--- config.mk ---
export PLATFORM = sky130hd
export DESIGN_NAME = interval_timer_channel
export DESIGN_NICKNAME = d
export VERILOG_FILES = /design/src/rtl/itc_pkg.sv /design/src/rtl/itc_ctrl.sv /design/src/rtl/itc_datapath.sv /design/src/rtl/itc_out_decode.sv /design/src/rtl/interval_timer_channel.sv
export SDC_FILE = /design/constraint.sdc
export NUM_CORES = 1
export LEC_CHECK = 0
export BUFFER_PORTS_ARGS = -buffer_cell sky130_fd_sc_hd__buf_2
export CAP_MARGIN = 5
export CORE_MARGIN = 10
export CORE_UTILIZATION = 50
export DETAILED_ROUTE_END_ITERATION = 10
export GPL_ROUTABILITY_DRIVEN = 0
export PLACE_DENSITY = 0.8
export SETUP_SLACK_MARGIN = 0.2
export SYNTH_ARGS = -nofsm -noshare
export SYNTH_HDL_FRONTEND = slang
export SYNTH_HIERARCHICAL = 1
export SYNTH_SLANG_ARGS = --single-unit
--- constraint.sdc ---
create_clock -name clk -period 15.71 [get_ports clk]
set_input_delay 3.142 -clock clk [delete_from_list [all_inputs] [get_ports clk]]
set_output_delay 3.142 -clock clk [all_outputs]
set_load 0.02 [all_outputs]
--- src/rtl/itc_pkg.sv ---
package itc_pkg;

  // Operating modes after folding codes 6 and 7 onto 2 and 3.
  typedef enum logic [2:0] {
    MODE_TC_FLAG   = 3'd0,
    MODE_ONESHOT   = 3'd1,
    MODE_RATE      = 3'd2,
    MODE_SQUARE    = 3'd3,
    MODE_SW_STROBE = 3'd4,
    MODE_HW_STROBE = 3'd5
  } chan_mode_e;

  // Strobes from control to datapath.
  typedef struct packed {
    logic load;      // capture new count, restart period
    logic restart;   // gate-triggered restart
    logic step;      // advance elapsed ticks by one
    logic periodic;  // elapsed wraps at the count (modes 2 and 3)
  } chan_ctrl_t;

  function automatic chan_mode_e foldMode(input logic [2:0] raw);
    if (raw[2:1] == 2'b11) return chan_mode_e'({1'b0, raw[1:0]});
    return chan_mode_e'(raw);
  endfunction

  function automatic logic retriggers(input chan_mode_e m);
    return (m == MODE_ONESHOT) || (m == MODE_RATE) ||
           (m == MODE_SQUARE)  || (m == MODE_HW_STROBE);
  endfunction

endpackage

--- src/rtl/itc_ctrl.sv ---
module itc_ctrl
  import itc_pkg::*;
(
  input  logic       clk,
  input  logic       rst,
  input  logic       tickEn,
  input  logic       loadStb,
  input  logic [2:0] loadMode,
  input  logic       gate,
  output chan_ctrl_t strobes,
  output chan_mode_e modeQ,
  output logic       gateRise
);

  logic gatePrev;

  always_ff @(posedge clk) begin
    if (rst) begin
      modeQ    <= MODE_TC_FLAG;
      gatePrev <= gate;
    end else begin
      gatePrev <= gate;
      if (loadStb) modeQ <= foldMode(loadMode);
    end
  end

  assign gateRise = gate && !gatePrev;

  always_comb begin
    strobes.load     = loadStb;
    strobes.restart  = !loadStb && gateRise && retriggers(modeQ);
    strobes.step     = !loadStb && !strobes.restart && tickEn;
    strobes.periodic = (modeQ == MODE_RATE) || (modeQ == MODE_SQUARE);
  end

endmodule

--- src/rtl/itc_datapath.sv ---
module itc_datapath
  import itc_pkg::*;
#(
  parameter int CNT_W = 16
) (
  input  logic             clk,
  input  logic             rst,
  input  chan_ctrl_t       strobes,
  input  logic [CNT_W-1:0] loadCount,
  output logic [CNT_W:0]   cntN,
  output logic [CNT_W-1:0] phase,
  output logic             doneQ,
  output logic             pulseQ
);

  localparam int NW = CNT_W + 1;

  logic [CNT_W-1:0] cntQ;
  logic [CNT_W-1:0] phaseQ;
  logic [NW-1:0]    phaseNext;
  logic             reachEnd;

  // Stored zero stands for the full 2^CNT_W period.
  assign cntN      = {(cntQ == '0), cntQ};
  assign phaseNext = {1'b0, phaseQ} + NW'(1);
  assign reachEnd  = (phaseNext == cntN);
  assign phase     = phaseQ;

  always_ff @(posedge clk) begin
    if (rst) begin
      cntQ   <= '0;
      phaseQ <= '0;
      doneQ  <= 1'b0;
      pulseQ <= 1'b0;
    end else if (strobes.load) begin
      cntQ   <= loadCount;
      phaseQ <= '0;
      doneQ  <= 1'b0;
      pulseQ <= 1'b0;
    end else if (strobes.restart) begin
      phaseQ <= '0;
      doneQ  <= 1'b0;
      pulseQ <= 1'b0;
    end else if (strobes.step) begin
      if (strobes.periodic) begin
        phaseQ <= reachEnd ? '0 : phaseNext[CNT_W-1:0];
        pulseQ <= reachEnd;
      end else begin
        phaseQ <= phaseNext[CNT_W-1:0];
        pulseQ <= reachEnd && !doneQ;
        if (reachEnd) doneQ <= 1'b1;
      end
    end
  end

endmodule

--- src/rtl/itc_out_decode.sv ---
module itc_out_decode
  import itc_pkg::*;
#(
  parameter int CNT_W = 16
) (
  input  chan_mode_e       modeQ,
  input  logic [CNT_W:0]   cntN,
  input  logic [CNT_W-1:0] phase,
  input  logic             doneQ,
  input  logic             pulseQ,
  output logic             chanOut,
  output logic [CNT_W-1:0] curCount
);

  localparam int NW = CNT_W + 1;

  logic [NW-1:0] halfN;
  logic [NW-1:0] dbl;
  logic [NW-1:0] dblMod;
  logic [NW-1:0] sqRemain;

  always_comb begin
    halfN    = (cntN + NW'(1)) >> 1;
    dbl      = {phase, 1'b0};
    dblMod   = (dbl >= cntN) ? dbl - cntN : dbl;
    sqRemain = cntN - dblMod;

    unique case (modeQ)
      MODE_TC_FLAG, MODE_ONESHOT:               chanOut = doneQ;
      MODE_RATE, MODE_SW_STROBE, MODE_HW_STROBE: chanOut = pulseQ;
      MODE_SQUARE:                              chanOut = ({1'b0, phase} < halfN);
      default:                                  chanOut = 1'b0;
    endcase

    if (modeQ == MODE_SQUARE) curCount = sqRemain[CNT_W-1:0];
    else                      curCount = cntN[CNT_W-1:0] - phase;
  end

endmodule

--- src/rtl/interval_timer_channel.sv ---
module interval_timer_channel
  import itc_pkg::*;
#(
  parameter int CNT_W = 16
) (
  input  logic             clk,
  input  logic             rst,
  input  logic             tickEn,
  input  logic             loadStb,
  input  logic [CNT_W-1:0] loadCount,
  input  logic [2:0]       loadMode,
  input  logic             gate,
  output logic             chanOut,
  output logic [CNT_W-1:0] curCount
);

  chan_ctrl_t       strobes;
  chan_mode_e       modeQ;
  logic             gateRise;
  logic [CNT_W:0]   cntN;
  logic [CNT_W-1:0] phase;
  logic             doneQ;
  logic             pulseQ;
  logic [2:0]       modeCur;

  assign modeCur = modeQ;

  itc_ctrl u_ctrl (
    .clk      (clk),
    .rst      (rst),
    .tickEn   (tickEn),
    .loadStb  (loadStb),
    .loadMode (loadMode),
    .gate     (gate),
    .strobes  (strobes),
    .modeQ    (modeQ),
    .gateRise (gateRise)
  );

  itc_datapath #(.CNT_W(CNT_W)) u_dp (
    .clk       (clk),
    .rst       (rst),
    .strobes   (strobes),
    .loadCount (loadCount),
    .cntN      (cntN),
    .phase     (phase),
    .doneQ     (doneQ),
    .pulseQ    (pulseQ)
  );

  itc_out_decode #(.CNT_W(CNT_W)) u_out (
    .modeQ    (modeQ),
    .cntN     (cntN),
    .phase    (phase),
    .doneQ    (doneQ),
    .pulseQ   (pulseQ),
    .chanOut  (chanOut),
    .curCount (curCount)
  );

endmodule

# ---- Word-level counts from Yosys, hierarchy flattened
# Index checks and enable logic that the tools add are counted.
# W data, S select, Z words.
dict set report classes {
  multipliers 0
  n_mux 11
  div 0
  n_shift 0
  reduce_logical 20
  addsub 5
  magnitude_cmp 2
  n_bitwise 1
  n_eq_ne 7
}
# operator count
set op_table {}
lappend op_table {{$mux W16} 4}
lappend op_table {{$sub A16 B16 Y16} 3}
lappend op_table {{$add A16 B1 Y17 const B} 1}
lappend op_table {{$add A17 B1 Y17 const B} 1}
lappend op_table {{$eq A17 B17 Y1} 1}
lappend op_table {{$ge A17 B17 Y1} 1}
lappend op_table {{$logic_not A16 Y1} 1}
lappend op_table {{$lt A16 B16 Y1} 1}
lappend op_table {{$eq A3 B2 Y1 const B} 2}
lappend op_table {{$eq A3 B3 Y1 const B} 2}
lappend op_table {{$logic_and A1 B1 Y1} 6}
lappend op_table {{$mux W3} 2}
lappend op_table {{$reduce_or A3 Y1} 2}
lappend op_table {{$logic_not A1 Y1} 4}
lappend op_table {{$logic_or A1 B1 Y1} 4}
lappend op_table {{$mux W1} 4}
lappend op_table {{$eq A3 B1 Y1 const B} 1}
lappend op_table {{$logic_not A3 Y1} 1}
lappend op_table {{$pmux W1 S3} 1}
lappend op_table {{$reduce_and A3 Y1} 1}
lappend op_table {{$eq A2 B2 Y1 const B} 1}
lappend op_table {{$reduce_or A2 Y1} 1}
lappend op_table {{$not A1 Y1} 1}
dict set report word_totals {
  out_inout_bits 17
  input_bits 24
  latchBits 0
  ram_bits 0
  ff_bits 38
  word_cells 52
  mem_bits_ro 0
  n_memories 0
}

# ---- Depth between registers and ports, before layout
dict set report logic_depth {
  depth_word 9
  ltp_mapped 22
  depth_no_buf 22
}

# ---- By module
# Netlist, hierarchy kept.
# module cells_each n_inst area_per_inst_um2
set modules_own_cells {}
lappend modules_own_cells {itc_out_decode 334 1 2337.2}
lappend modules_own_cells {itc_datapath 233 1 2021.9}
lappend modules_own_cells {itc_ctrl 21 1 192.7}

# ---- Worst setup path before layout
# Ideal clock, no wire load.
dict set report synth_timing {
  kind {register to output}
  from {reg u_dp.cntQ[7]}
  to {out curCount[15]}
  arrival_ns 4.316
  slack_ns 8.252
  stages_incl_launch_ff 20
  path_cell_list {dfxtp_1 inv_1 ha_1 and2_4 a221oi_1 a21oi_2 o22ai_4 mux2i_1 nor2_1 a21oi_1 ha_1 nor2b_1 o31a_1 nor3_1 o31ai_1 nor4_1 nor3_1 a211oi_1 a21oi_1 xnor2_1}
}
dict set report synth_between {
  elab_chain_cells 5
}
# element line_no
set synth_lines {}
lappend synth_lines {{from (decl)} itc_datapath.sv:18} ;# logic [CNT_W-1:0] cntQ;
lappend synth_lines {{from (signal assigned)} itc_datapath.sv:36} ;# cntQ <= loadCount;
lappend synth_lines {{$logic_not A16 Y1} itc_datapath.sv:24} ;# assign cntN = {(cntQ == '0), cntQ};
lappend synth_lines {{$ge A17 B17 Y1} itc_out_decode.sv:25} ;# dblMod = (dbl >= cntN) ? dbl - cntN : dbl;
lappend synth_lines {{$mux W16} itc_out_decode.sv:25}
lappend synth_lines {{$sub A16 B16 Y16} itc_out_decode.sv:26} ;# sqRemain = cntN - dblMod;
lappend synth_lines {{$mux W16 (*)} itc_out_decode.sv:35} ;# if (modeQ == MODE_SQUARE) curCount = sqRemain[CNT_W-1:0];
lappend synth_lines {{to (decl)} interval_timer_channel.sv:14} ;# output logic [CNT_W-1:0] curCount
# Every way passes the cells marked *; elsewhere a longest branch is shown, timed or not.

# ---- Worst setup path after layout
dict set report layout_timing {
  from {reg u_dp.cntQ[1]}
  to {out curCount[15]}
}
dict set report layout_between {
  elab_chain_cells 5
}
# element line_no
set layout_lines {}
lappend layout_lines {{$logic_not A16 Y1} itc_datapath.sv:24}
lappend layout_lines {{net cntN[16]} interval_timer_channel.sv:20} ;# logic [CNT_W:0] cntN;
lappend layout_lines {{$ge A17 B17 Y1} itc_out_decode.sv:25}
lappend layout_lines {{$mux W16} itc_out_decode.sv:25}
lappend layout_lines {{$sub A16 B16 Y16} itc_out_decode.sv:26}
lappend layout_lines {{$mux W16} itc_out_decode.sv:35}
# The timed path passes the listed nets, and every way through them passes these cells.

==> metrics.csv <==
metric;value;unit
placement.setup.worst_slack;7.335;ns
start_util;51.65;%
outcome;finished, final reports clean;
die_height;115.4;um
internal_power;0.0001805;W
io_pins;41;
cts.sinks;38;
combPwrFrac;39.1;%
place_hpwl;9467;um
critPathMostFrequentCell;nor3_1;
fin_nets;686;
crit_slowest_cell;o22ai_4;
regToRegEndpoint;u_dp/phase[2];
area_growth;6.905;%
arrival;5.58;ns
p_leak;1.988;nW
vias;4426;
rows;34;
drive_above_1_share;10.66;%
worst_setup_path_end_kind;primary output;
criticalPathCategory;flop to primary output;
clockPowerShare;23.6;%
dr.pass1.iters;5;
numCtsBuffers;5;
fillers;795;
drt_wl_total;12100;um
synth_nets;662;
clkTransAtPathRegs;0.07;ns
hold_start;u_dp/doneQ;
antenna_found_initial;0;
wire_per_inst;16.85;um
p_seq_share;37.3;%
hold_viol;0;
min_period_over_period;55.53;%
max-vdd-ir-drop;45.28;uV
grt_overflow_total;0;
path_cells;nor4_1 -> and4_1 -> inv_1 -> ha_1 -> nor3_1 -> nand2_1 -> o22ai_4 -> mux2i_1 -> nor2_1 -> a21oi_1 -> ha_1 -> nor2b_1 -> o31a_1 -> nor3_1 -> o31ai_1 -> nor4_1 -> nor3_1 -> a211oi_1 -> a21oi_1 -> xnor2_1 -> buf_2;
path_delay_family;simple AND/OR/NAND/NOR gates;
ant_nets;0;
grt_pass1_vias;4100;
r2r_start;u_dp/phase[0];
yosysWarnings;6;
dieArea;0.01331;sq mm
grt_max_degree;29;
finClkSkew;0.008509;ns
synth.avg_cell_area;7.748;sq um
clockRootBuffer;clkbuf_8;
cts_hold_buf;0;
setup_viol;0;
synth_cells;587;
drt_first_iter_violations;329;
power_switching;0.0001051;W
clkLatencyLatePin;0.30;ns
maxSlewViolCount;0;
hold_end;u_dp/doneQ;
cts_htree_levels;2;
maxSlewHeadroom;48.06;%
via_per_inst;6.164;
layout_commonest_cell;nor2_1;
tns;0;ns
cts_resized;0;
maxCapViolations;0;
worst_pin_slew;0.7719;ns
path_buf_inv;2;
setup_ws;6.986;ns
critPathMaxStageDelay;0.60;ns
p_sw_share;36.81;%
cts_tree;yes;
p_per_area;58.74;mW/mm^2
rsz0062_at_grt;false;
synthesis.area;0.004548;sq mm
max_clock_freq;0.1146;GHz
cts_max_path_buffers;2;
final_cell_mix;nor2_1 (61), xnor2_1 (52), ha_1 (49);
n_antenna_cell;0;
holdWs;0.5186;ns
r2r_cells;8;
start_kind;flop;
track_usage;17.62;%
min_path_cells;2;
hp-class;flop to flop;
required;12.57;ns
grt_pass1_wl;19450;um
r2r_slack;12.24;ns
finalCriticalPeriod;8.724;ns
post_cts_buffers;0;
fp.dieW;115.4;um
portBuffers;40;
drc;0;
cp_max_fo;28;
coreArea;0.008806;sq mm
-- per-stage QoR --
step | power [W] | std cells | util [%] | area (sq um)
floorplan | 0.0001914 | 587 | - | 4548
global placement | 0.0002159 | 712 | 54.28 | 4780
CTS | 0.0002859 | 718 | 55.21 | 4862
finish | 0.0002856 | 718 | 55.21 | 4862
global route | 0.0003010 | 718 | 55.21 | 4862
detailed placement | 0.0002193 | 712 | 54.28 | 4780
-- state kept, by name, indices dropped and copies added, names as in the netlist --
signal	flops
u_ctrl/gatePrev	1
u_dp/doneQ	1
u_dp/cntQ	16
u_dp/phase	16
u_ctrl/modeQ	3
u_dp/pulseQ	1
-- worst max-delay path by stage --
stage	start	endpoint	slack [ns]	cells after the start
final	u_dp/cntQ[1]	curCount[15]	6.99	21
after global routing	u_dp/cntQ[1]	curCount[15]	6.45	21
after detailed placement	u_dp/cntQ[1]	curCount[15]	7.34	21
after global placement	u_dp/cntQ[1]	curCount[15]	7.53	21
after floorplan	u_dp/cntQ[7]	curCount[15]	8.25	19
after CTS	u_dp/cntQ[1]	curCount[15]	6.98	21
-- power groups by stage --
stage / registers (W) / logic, W / clock network [W]
2_1_floorplan: 0.000106 / 0.0000853 / 0
3_3_place_gp: 0.000108 / 0.000108 / 0
3_5_place_dp: 0.000109 / 0.000111 / 0
4_1_cts: 0.000106 / 0.000111 / 0.0000683
5_1_grt: 0.000107 / 0.000122 / 0.0000719
6_report: 0.000107 / 0.000112 / 0.0000674
-- metal layers --
metal,up-vias,share of wire [%],global-route usage [%]
li1,2175,-,-
met3,29,6.4,2.448
met4,0,2.7,7.179
met1,2061,44,22.36
met5,-,0,0
met2,161,47,29.33
-- final cells by class --
type	instances	area, sq um	share of cell area [%]
well taps	108	135.1	2.779
inverters	28	105.1	2.162
multi-input cells	498	3578	73.60
flip-flops and latches	38	760.7	15.65
repair buffers	40	200.2	4.117
clock buffers	6	82.58	1.698
-- worst min-delay path, cell delays in order, from the launching register on --
cell and delay [ns]:
dfxtp_1 0.32, inv_1 0.09, a21oi_1 0.07
Note: power is estimated with default switching activity, not from simulation.
